## config.mk

```make
export PLATFORM = sky130hd
export DESIGN_NAME = refresh_sched
export DESIGN_NICKNAME = d
export VERILOG_FILES = /design/src/rtl/refresh_pkg.sv /design/src/rtl/ref_interval_timer.sv /design/src/rtl/ref_backlog.sv /design/src/rtl/ref_recovery.sv /design/src/rtl/ref_temp_track.sv /design/src/rtl/refresh_sched.sv
export SDC_FILE = /design/constraint.sdc
export NUM_CORES = 1
export LEC_CHECK = 0
export ABC_CLOCK_PERIOD_IN_PS = 2700
export CAP_MARGIN = 25
export CORE_MARGIN = 8
export CORE_UTILIZATION = 40
export DETAILED_ROUTE_END_ITERATION = 10
export SETUP_SLACK_MARGIN = 0.05
export SYNTH_ARGS = -nofsm -noshare
export SYNTH_HDL_FRONTEND = slang
export SYNTH_HIERARCHICAL = 1
export SYNTH_SLANG_ARGS = --single-unit
```

## constraint.sdc

```tcl
create_clock -name clk -period 2.7 [get_ports clk]
set_input_delay 0.81 -clock clk [delete_from_list [all_inputs] [get_ports clk]]
set_output_delay 0.81 -clock clk [all_outputs]
set_load 0.1 [all_outputs]
```

## src/rtl/refresh_pkg.sv

```systemverilog
package refresh_pkg;
   // rounding-up integer division for time-to-cycle conversion
   function automatic int ceil_div(input int num, input int den);
      return (num + den - 1) / den;
   endfunction
endpackage

```

## src/rtl/ref_interval_timer.sv

```systemverilog
module ref_interval_timer #(
   parameter int NORM_CYC = 1950,
   parameter int HOT_CYC  = 975
) (
   input  logic clk,
   input  logic rst_n,
   input  logic hot_sel,
   output logic tick_o
);
   localparam int CW = $clog2(NORM_CYC);
   localparam logic [CW-1:0] NORM_LAST = CW'(NORM_CYC - 1);
   localparam logic [CW-1:0] HOT_LAST  = CW'(HOT_CYC - 1);

   logic [CW-1:0] cnt_q;

   // >= so a switch to the short interval mid-count expires at once
   assign tick_o = hot_sel ? (cnt_q >= HOT_LAST) : (cnt_q >= NORM_LAST);

   always_ff @(posedge clk) begin
      if (!rst_n)      cnt_q <= '0;
      else if (tick_o) cnt_q <= '0;
      else             cnt_q <= cnt_q + 1'b1;
   end
endmodule

```

## src/rtl/ref_backlog.sv

```systemverilog
module ref_backlog #(
   parameter int MAX_PEND = 8,
   parameter int PW       = 4
) (
   input  logic          clk,
   input  logic          rst_n,
   input  logic          inc_i,
   input  logic          dec_i,
   output logic [PW-1:0] pend_o,
   output logic          full_o
);
   localparam logic [PW-1:0] MAX_V = PW'(MAX_PEND);

   logic [PW-1:0] pend_q;

   always_ff @(posedge clk) begin
      if (!rst_n) pend_q <= '0;
      else begin
         unique case ({inc_i, dec_i})
            2'b10:   if (pend_q != MAX_V) pend_q <= pend_q + 1'b1;
            2'b01:   if (pend_q != '0)    pend_q <= pend_q - 1'b1;
            default: pend_q <= pend_q;
         endcase
      end
   end

   assign pend_o = pend_q;
   assign full_o = (pend_q == MAX_V);
endmodule

```

## src/rtl/ref_recovery.sv

```systemverilog
module ref_recovery #(
   parameter int TRFC_CYC = 32
) (
   input  logic clk,
   input  logic rst_n,
   input  logic start_i,
   output logic busy_o
);
   generate
      if (TRFC_CYC == 0) begin : g_none
         logic unused_in;
         assign unused_in = start_i ^ clk ^ rst_n;
         assign busy_o    = 1'b0;
      end else begin : g_count
         localparam int RW = $clog2(TRFC_CYC + 1);
         localparam logic [RW-1:0] LOAD_V = RW'(TRFC_CYC);
         logic [RW-1:0] left_q;
         always_ff @(posedge clk) begin
            if (!rst_n)             left_q <= '0;
            else if (start_i)       left_q <= LOAD_V;
            else if (left_q != '0)  left_q <= left_q - 1'b1;
         end
         assign busy_o = (left_q != '0);
      end
   endgenerate
endmodule

```

## src/rtl/ref_temp_track.sv

```systemverilog
module ref_temp_track (
   input  logic clk,
   input  logic rst_n,
   input  logic hot_i,
   input  logic done_i,
   output logic range_o,
   output logic mr_req_o,
   output logic sr_allow_o
);
   logic range_q, mr_q;

   always_ff @(posedge clk) begin
      if (!rst_n) begin
         range_q <= 1'b0;
         mr_q    <= 1'b0;
      end else if (range_q != hot_i) begin
         range_q <= hot_i;
         mr_q    <= 1'b1;
      end else if (done_i) begin
         mr_q    <= 1'b0;
      end
   end

   assign range_o    = range_q;
   assign mr_req_o   = mr_q;
   assign sr_allow_o = ~mr_q;
endmodule

```

## src/rtl/refresh_sched.sv

```systemverilog
module refresh_sched #(
   parameter int CLK_PERIOD_PS = 4000,
   parameter int TREFI_PS      = 7_800_000,
   parameter int TRFC_PS       = 127_500,
   parameter int MAX_PEND      = 8,
   localparam int PW           = $clog2(MAX_PEND + 1)
) (
   input  logic          clk,
   input  logic          rst_n,
   input  logic          hot_i,
   input  logic          ref_gnt_i,
   input  logic          mr_upd_done_i,
   output logic          ref_req_o,
   output logic          ref_urgent_o,
   output logic [PW-1:0] pending_o,
   output logic          mr_upd_req_o,
   output logic          sr_allow_o
);
   import refresh_pkg::*;

   localparam int NORM_CYC = TREFI_PS / CLK_PERIOD_PS;
   localparam int HOT_CYC  = NORM_CYC / 2;
   localparam int TRFC_CYC = ceil_div(TRFC_PS, CLK_PERIOD_PS);

   initial begin
      if (CLK_PERIOD_PS < 1) $error("clock period must be positive");
      if (HOT_CYC < 1)       $error("refresh interval too short for clock");
      if (MAX_PEND < 1)      $error("backlog depth must be at least one");
   end

   logic range_hot, tick, busy, accept;

   assign accept = ref_req_o & ref_gnt_i;

   ref_temp_track u_temp (
      .clk(clk), .rst_n(rst_n), .hot_i(hot_i), .done_i(mr_upd_done_i),
      .range_o(range_hot), .mr_req_o(mr_upd_req_o), .sr_allow_o(sr_allow_o)
   );

   ref_interval_timer #(.NORM_CYC(NORM_CYC), .HOT_CYC(HOT_CYC)) u_timer (
      .clk(clk), .rst_n(rst_n), .hot_sel(range_hot), .tick_o(tick)
   );

   ref_backlog #(.MAX_PEND(MAX_PEND), .PW(PW)) u_backlog (
      .clk(clk), .rst_n(rst_n), .inc_i(tick), .dec_i(accept),
      .pend_o(pending_o), .full_o(ref_urgent_o)
   );

   ref_recovery #(.TRFC_CYC(TRFC_CYC)) u_recov (
      .clk(clk), .rst_n(rst_n), .start_i(accept), .busy_o(busy)
   );

   assign ref_req_o = (pending_o != '0) & ~busy;
endmodule

```

### After elaboration in Yosys (flattened, before gate mapping)

Index checks and enable logic that the tools add are counted.

* latch bits: 0
* input port bits: 5
* memories kept: 0
* bits in read-only memories: 0
* output and inout bits: 8
* bits in registers: 23
* memory bits (writable): 0

* shift-type cells: 0
* equal/unequal tests: 7
* reduce and logical (&&, ||, !) cells: 8
* add/subtract/negate cells: 4
* divide/modulo/power cells: 0
* magnitude comparators: 2
* bitwise gates (word level): 5
* muxes and demuxes: 8
* multiply operators: 0

Operators with widths (number)
* two-way mux 6 bit: 2
* adder 11 x 1 -> 11 bit (second input constant): 1
* greater-or-equal comparator 11 x 10 -> 1 bit (second input constant): 1
* greater-or-equal comparator 11 bit (second input constant): 1
* two-way mux 4 bit: 2
* one-hot mux 4 bit (2 select lines): 1
* nonzero test 2 bit: 3
* nonzero test 6 bit: 1
* subtractor 6 x 1 -> 6 bit (second input constant): 1
* adder 4 x 1 -> 4 bit (second input constant): 1
* == test 4 bit (second input constant): 1
* != test 4 bit (second input constant): 1
* nonzero test 4 bit: 1
* OR reduction 2 bit: 2
* subtractor 4 x 1 -> 4 bit (second input constant): 1
* two-way mux 1 bit: 3
* NOT 1 bit: 3
* AND reduction 3 bit: 1
* bitwise AND 1 bit: 2
* == test 2 x 1 -> 1 bit (second input constant): 1
* == test 2 bit (second input constant): 1
* != test 2 x 1 -> 1 bit (second input constant): 1
* != test 2 bit (second input constant): 1
* != test 1 bit: 1

### Longest topological paths before layout

Gate-level depths: netlist of run 1.

* depth after elaboration: 7
* depth in mapped cells: 13

### Modules after synthesis

Netlist of run 1, hierarchy kept.

By module, submodules not included
* ref_interval_timer: instances 1, area each 581.8 µm², cells an instance 67
* ref_recovery: instances 1, area each 326.6 µm², cells an instance 34
* ref_backlog: instances 1, area each 296.5 µm², cells an instance 32
* ref_temp_track: instances 1, area each 73.8 µm², cells an instance 7
* refresh_sched: instances 1, area each 23.8 µm², cells an instance 3

### Worst setup path before layout of run 1

Ideal clock, no wire load.

* path type: register -> output
* from: reg u_backlog.pend_q[1], in the netlist u_backlog/pend_o[1]
* to: out ref_urgent_o
* path slack: -0.632 ns
* stages on the path, launching flop included: 3
* data arrival time: 2.522 ns
* data required time: 1.890 ns
* buffers on the path: 0
* path through: dfxtp_1 -> or3_4 -> nor2_1

* word-level cells in the longest chain between the ends: 1

RTL lines
* start, declared: line ref_backlog.sv:14 `logic [PW-1:0] pend_q;`
* start signal, assigned: line ref_backlog.sv:20 `2'b10: if (pend_q != MAX_V) pend_q <= pend_q + 1'b1;`
* start signal, assigned: line ref_backlog.sv:21 `2'b01: if (pend_q != '0) pend_q <= pend_q - 1'b1;`
* start signal, assigned: line ref_backlog.sv:22 `default: pend_q <= pend_q;`
* == test 4 bit: line ref_backlog.sv:28 `assign full_o = (pend_q == MAX_V);`
* end, declared: line refresh_sched.sv:14 `output logic ref_urgent_o,`

Every way passes these cells.

### Worst setup path after layout of run 1

* from: reg u_recov.g_count.left_q[0]
* to: out ref_req_o

* word-level cells in the longest chain between the ends: 3

RTL lines
* start, declared: line ref_recovery.sv:17 `logic [RW-1:0] left_q;`
* start signal, assigned: line ref_recovery.sv:21 `else if (left_q != '0) left_q <= left_q - 1'b1;`
* nonzero test 6 bit: line ref_recovery.sv:23 `assign busy_o = (left_q != '0);`
* net busy: line refresh_sched.sv:31 `logic range_hot, tick, busy, accept;`
* NOT 1 bit: line refresh_sched.sv:53 `assign ref_req_o = (pending_o != '0) & ~busy;`
* bitwise AND 1 bit: line refresh_sched.sv:53
* end, declared: line refresh_sched.sv:13 `output logic ref_req_o,`

The timed path passes the listed nets, and every way through them passes these cells.

==> results.md, run 1 <==
- Final wirelength: about 2.5 mm
- Cell Area, Synth: 1300 sq um
- Core area: around 3100 sq um
- IO Pins: 13
- Top post-synthesis cells by area: dfxtp_1 (35%), xnor2_1 (7.4%), ha_1 (5.8%)
- Leading area contributor after synthesis: dfxtp_1
- Fraction of layout instances using a drive strength above 1: 24.2%
- Crit path max-delay family: simple AND/OR/NAND/NOR gates
- HPWL after detailed placement: roughly 1.9 mm
- Clk network pwr share: between 10% and 20%
- CTS root buf: clkbuf_4
- Dpl cell area: about 1500 sq um
- Area grow syn2layout: 19.0%
- Most common cell after layout, fill and taps aside: dfxtp_1
- Pin count of the biggest net entering global routing: 14
- Syn Area/Cell: about 9.1 sq um
- Comb power frac: roughly two fifths
- Worst setup margin: between 100 and 150 ps
- Postcts setup bufs: 0
- Vias in the first global route: between 1000 and 1500
- Worst slack at placement: ~190 ps
- Sequential fraction of the synthesis area: 35.4%
- Unrepaired setup endpoints after global routing: true
- Tightest Pin Transition: roughly 430 ps
- Gpl congestion: between 0.8 and 0.9
- Total leakage power: just under 0.0006 uW
- Final Instance Area: approximately 1600 sq um
- WHS: about 500 ps
- Initial antenna violation count: 0
- Worst stage delay on the critical path: 370 ps
- Final setup fails: 0
- Clock slew at reported path FFs: 130 ps
- DR WL/cell: about 12 um
- Commonest non-fill, non-tap cells in the layout: dfxtp_1 (17), nor2_1 (14), nor3_1 (13)
- Worst slew margin: 71.4%
- Synthesized flop and latch total: 23
- Power density over the cells: 742 nW/um^2
- Cell-internal power: about 700 uW
- Clk sinks: 23
- Critical Path RT: 1890 ps
- H-tree depth: 1
- Antenna diodes: 0
- CP startpoint kind: register
- CP startpoint: u_recov/g_count.left_q[0]$_SDFFE_PP0P_
- Drt pass-1 iters: 4
- Num rows: 20
- Highest Clock Rate: around 0.4 GHz
- Die Area: about 5300 sq um
- Initial DRC Count: 60
- R2R cell count: 12
- Fin nets: 173
- Clock Latency Late Sink: a little over 300 ps
- Max-cap violations: 0
- Synth Flop Type: dfxtp_1
- Total track usage: roughly a tenth
- Number of cells upsized or downsized after cts: 1
- Die H: approximately 73 um
- Sw frac: between 30% and 40%
- Crit path buf inv count: 3
- CTS hold repair buffers: 0
- Via count: around 1100
- I/O Buffers: 12
- Starting density of the core: about 42%
- Reg2reg setup slack: approximately 280 ps
- Syn Inst Count: ~140
- YS warnings: 6
- Setup crit end kind: output pin
- Critical-path cell list: inv_1, ha_2, or2b_4, nor2_8, inv_2, nor2_4, buf_12
- EDFF count, synth: 0
- Top cell type's share of synthesized area: a little over a third
- Minimum clock period: about 2600 ps
- CTS tree: yes
- Async SR Flop Fraction: 0%
- Crit Path Max Fanout: 5
- Setup Crit Path Kind: register to output pin
- Worst vdd ir: roughly 0.3 mV
- R2R Path End: u_backlog/pend_o[2]$_SDFFE_PN0P_
- Slew Limit Fails: 0
- Longest Clk Path Bufs: 2
- Net count after synthesis: roughly 150
- Inserted Clock Buffers: 3
- Vias per cell: between 5 and 6
- Global-route wire length before repair: ~4.3 mm
- Status: complete, no violations
- Final Hold Vio Count: 0
- Worst Setup EP: ref_req_o
- Crit path DAT: between 1500 and 2000 ps
- Die Wd: 73.1 um
- Clock Skew: between 3 and 4 ps
- Netlist cell types: 43
- # DRC: 0
- Worst min path class: register to register
- WP depth: 7
- Routed Antenna Nets: 0
- Total Power: 1150 uW
- Net switching power: 459 uW
- Slowest cell on the critical path: dfxtp_2
- Tcrit/Tclk final: between 90 and 100%
- Launching point of the worst reg2reg path: u_timer/cnt_q[1]$_SDFF_PP0_
- Reg power frac: 45.0%
- Remaining Overflow, GRT: 0
==> cell usage after synthesis (all sizes together) (4+ instances only) <==
cell    count
xor2        6
xnor2      11
nand2b      5
inv        10
nand3       7
a21boi      4
nor3       13
nand2       5
nor2       17
ha          6
dfxtp      23
==> power groups by stage <==
stage / logic [uW] / clock network [uW] / registers [uW]
floorplan: 373 / 0 / 511
global placement: 440 / 0 / 518
detailed placement: 452 / 0 / 522
CTS: 463 / 170 / 514
global route: 515 / 181 / 532
finish: 470 / 162 / 517
==> registers in the layout (all words and copies together), names as in the netlist <==
| register | flops |
|---|---|
| u_timer/cnt_q | 11 |
| u_recov/g_count.left_q | 6 |
| u_backlog/pend_o | 4 |
| u_temp/mr_req_o | 1 |
| u_temp/range_o | 1 |
==> metrics by stage <==
stage,utilization (%),cells,setup TNS [ps]
6_report,50.4,205,0
3_3_place_gp,49.1,201,0
4_1_cts,50.0,205,0
5_1_grt,50.4,205,0
2_1_floorplan,-,143,-5.28
3_5_place_dp,49.1,201,0
==> final cells by class <==
class | count | area, sq um
timing repair buffer | 16 | 155
fill | 304 | 1530
sequential | 23 | 468
clock buffer | 3 | 22.5
multi-input combinational | 108 | 807
tap | 44 | 55.1
inverter | 10 | 37.5
clock inverter | 1 | 5.00
==> cells by family (layout without fill, tap and decap cells) <==
group	count (synthesis)	count (layout)	synth area share, %
xor gates and xnor gates	17	17	11.4
AOI/OAI and AO/OA	22	22	13.3
and+or+nand+nor	62	62	28.7
adders and majority gates	6	6	5.76
muxes	1	1	0.864
DFF	23	23	35.4
buffers and inverters	12	30	4.61
==> worst min path at each step <==
stage	start	to	slack, ps	cells past startpoint
after floorplan	u_recov/g_count.left_q[5]$_SDFFE_PN0P_	u_recov/g_count.left_q[5]$_SDFFE_PN0P_	480	2
after global placement	u_temp/mr_req_o$_SDFFE_PN0P_	u_temp/mr_req_o$_SDFFE_PN0P_	470	2
after detailed placement	u_temp/mr_req_o$_SDFFE_PN0P_	u_temp/mr_req_o$_SDFFE_PN0P_	490	2
after CTS	u_temp/mr_req_o$_SDFFE_PN0P_	u_temp/mr_req_o$_SDFFE_PN0P_	510	2
after global routing	u_temp/mr_req_o$_SDFFE_PN0P_	u_temp/mr_req_o$_SDFFE_PN0P_	520	2
final	u_temp/mr_req_o$_SDFFE_PN0P_	u_temp/mr_req_o$_SDFFE_PN0P_	500	2
==> metal layers <==
metal  vias to the layer above  wire, um  GRT usage (%)
met5                         -         0              0
met4                         0        22           4.89
met3                         2       106           1.92
met2                        22      1200           17.5
met1                       515      1170           10.7
li1                        534         -              -
==> tightest hold or removal path, cell delays in order, from the launching register on <==
cell	delay [ps]
dfxtp_1	340
nand2b_1	70
a21boi_1	50
Note: power is estimated with default switching activity, not from simulation.
==> run 2: changes to the inputs <==
Settings changed: ABC_CLOCK_PERIOD_IN_PS 2700 to 2650.
Clock period 2.7 ns to 2.65 ns, I/O delays scaled along.
==> results.md, run 2 (synthesis gave the netlist of run 1 again) <==
- Status: complete, no violations
- Max reg flops: 11 (unchanged)
- Highest Clock Rate: around 0.40 GHz
- Register bank with the most flops: u_timer/cnt_q
- Total track usage: 9.94% (+0.12 points)
- Starting density of the core: 42.3% (unchanged)
- Clock Latency Late Sink: 320 ps (about the same)
- Fraction of layout instances using a drive strength above 1: 26.1% (+1.8 points)
- Clock Skew: 4.40 ps (+1.39 ps)
- Worst min path class: register to register
- Critical Path RT: 1860 ps (-30 ps)
- DR WL/cell: 12.4 um (+1.7%)
- Area grow syn2layout: 21.6%
- Dpl cell area: 1520 sq um (+0.50%)
- HPWL after detailed placement: 1.96 mm (+3.2%)
- Remaining Overflow, GRT: 0 (unchanged)
- Die H: 73.1 um (unchanged)
- IO Pins: 13 (unchanged)
- I/O Buffers: 12 (unchanged)
- CTS hold repair buffers: 0 (unchanged)
- Worst slew margin: 70.0% (-1.4 points)
- Initial antenna violation count: 0 (unchanged)
- Vias in the first global route: 1033 (-0.097%)
- Final Instance Area: 1580 sq um (+2.2%)
- Most common cell after layout, fill and taps aside: dfxtp_1
- Max-cap violations: 0 (unchanged)
- Clock slew at reported path FFs: 130 ps (about the same)
- Total leakage power: 0.000608 uW (+2.9%)
- Num rows: 20 (unchanged)
- Pin count of the biggest net entering global routing: 13 (-1)
- Clk sinks: 23 (unchanged)
- Inserted Clock Buffers: 3 (unchanged)
- Setup crit end kind: output pin
- Crit path DAT: 1700 ps (-60 ps)
- CTS tree: yes
- Gpl congestion: 0.841 (-4.7%)
- Crit path max-delay family: simple AND/OR/NAND/NOR gates
- Longest Clk Path Bufs: 2 (unchanged)
- Final wirelength: 2.59 mm (+3.7%)
- Routed Antenna Nets: 0 (unchanged)
- Crit path buf inv count: 3 (unchanged)
- Crit Path Max Fanout: 4 (-1)
- # DRC: 0 (unchanged)
- Worst vdd ir: 0.501 mV (+72%)
- Most common cell on crit path: inv_2
- Setup Crit Path Kind: register to output pin
- Vias per cell: 5.23 (about the same)
- Die Wd: 73.1 um (unchanged)
- Antenna diodes: 0 (unchanged)
- H-tree depth: 1 (unchanged)
- Core area: 3080 sq um (unchanged)
- Final Hold Vio Count: 0 (unchanged)
- Tightest Pin Transition: 446 ps (+20.4 ps)
- Critical-path cell list: inv_2, ha_2, or2b_4, nor2_8, inv_2, nor2_4, buf_12
- Global-route wire length before repair: 4.33 mm (+1.5%)
- Fin nets: 177 (+2.3%)
- Die Area: 5340 sq um (unchanged)
- Slew Limit Fails: 0 (unchanged)
- Commonest non-fill, non-tap cells in the layout: dfxtp_1 (17), buf_4 (14), nor2_1 (14)
- Unrepaired setup endpoints after global routing: false
- Slowest cell on the critical path: dfxtp_4
- Worst stage delay on the critical path: 380 ps (about the same)
- Via count: 1094 (+2.0%)
- Cell Count, Final, Fillers Out: 209 (+2.0%)
- Initial DRC Count: 75 (+25%)
- Placed cells: 202 (+0.50%)
- Drt pass-1 iters: 4 (unchanged)
- CP startpoint kind: register
- Tcrit/Tclk final: 94.2%
- CTS root buf: clkbuf_4
- Power density over the cells: 776 nW/um^2 (+4.7%)
- Minimum clock period: 2500 ps
- Final setup fails: 0 (unchanged)
==> run 2: cell count changes in the layout (fill, tap and decap cells not counted) <==
cell,change
buf_4,+4
clkbuf_1,+1
clkinv_2,-1
inv_2,+1
dfxtp_4,+2
inv_1,-1
dfxtp_2,-2
==> run 2: worst paths after layout <==
kind,start,depth (start not counted),slack (ps),end
worst max register to register,u_timer/cnt_q[0]$_SDFF_PP0_,11,230,u_backlog/pend_o[2]$_SDFFE_PN0P_
worst max-delay path,u_recov/g_count.left_q[0]$_SDFFE_PP0P_,7,150,ref_req_o
worst min register to register,u_temp/mr_req_o$_SDFFE_PN0P_,2,500,u_temp/mr_req_o$_SDFFE_PN0P_
worst min-delay path,u_temp/mr_req_o$_SDFFE_PN0P_,2,500,u_temp/mr_req_o$_SDFFE_PN0P_
==> run 2: where the power goes <==
| part | switching, uW | internal (uW) | total (uW) |
|---|---|---|---|
| clock network | 108 | 58.9 | 167 |
| registers | 88.5 | 429 | 518 |
| logic | 282 | 263 | 545 |
==> run 2: tightest hold or removal path: stages (launching register included) <==
cell      delay (ps)
dfxtp_1          350
nand2b_1          70
a21boi_1          50
==> run 2: stage by stage <==
stage / setup WS, ps / utilization (%) / hold slack, ps / TNS (ps) / total power (uW)
floorplan: -40.3 / - / 475 / -40.3 / 901
global placement: 229 / 49.3 / 472 / 0 / 986
detailed placement: 141 / 49.3 / 490 / 0 / 1000
CTS: 81.0 / 50.4 / 510 / 0 / 1190
global route: 60.0 / 51.5 / 546 / 0 / 1330
finish: 155 / 51.5 / 503 / 0 / 1230
==> run 2: final cells by class <==
cell class / count / area, sq um
clock buffer: 4 / 26.3
fill: 308 / 1490
inverter: 10 / 37.5
multi-input combinational: 108 / 807
sequential: 23 / 473
tap: 44 / 55.1
timing repair buffer: 20 / 185
==> run 2: routing by layer <==
metal	part of all wire (%)	track usage, %	vias to the layer above
li1	-	-	541
met1	43	10.9	521
met2	50	17.3	30
met3	6.2	3.30	2
met4	0.58	3.56	0
met5	0	0	-
==> run 2: repair_timing <==
action                                 4_1_cts  5_1_grt
setup endpoints to repair                    1        1
endpoints found under the hold margin        0        0
gates cloned                                 0        0
resized for setup                            3        5
setup buffers                                0        3
pin swaps                                    0        1
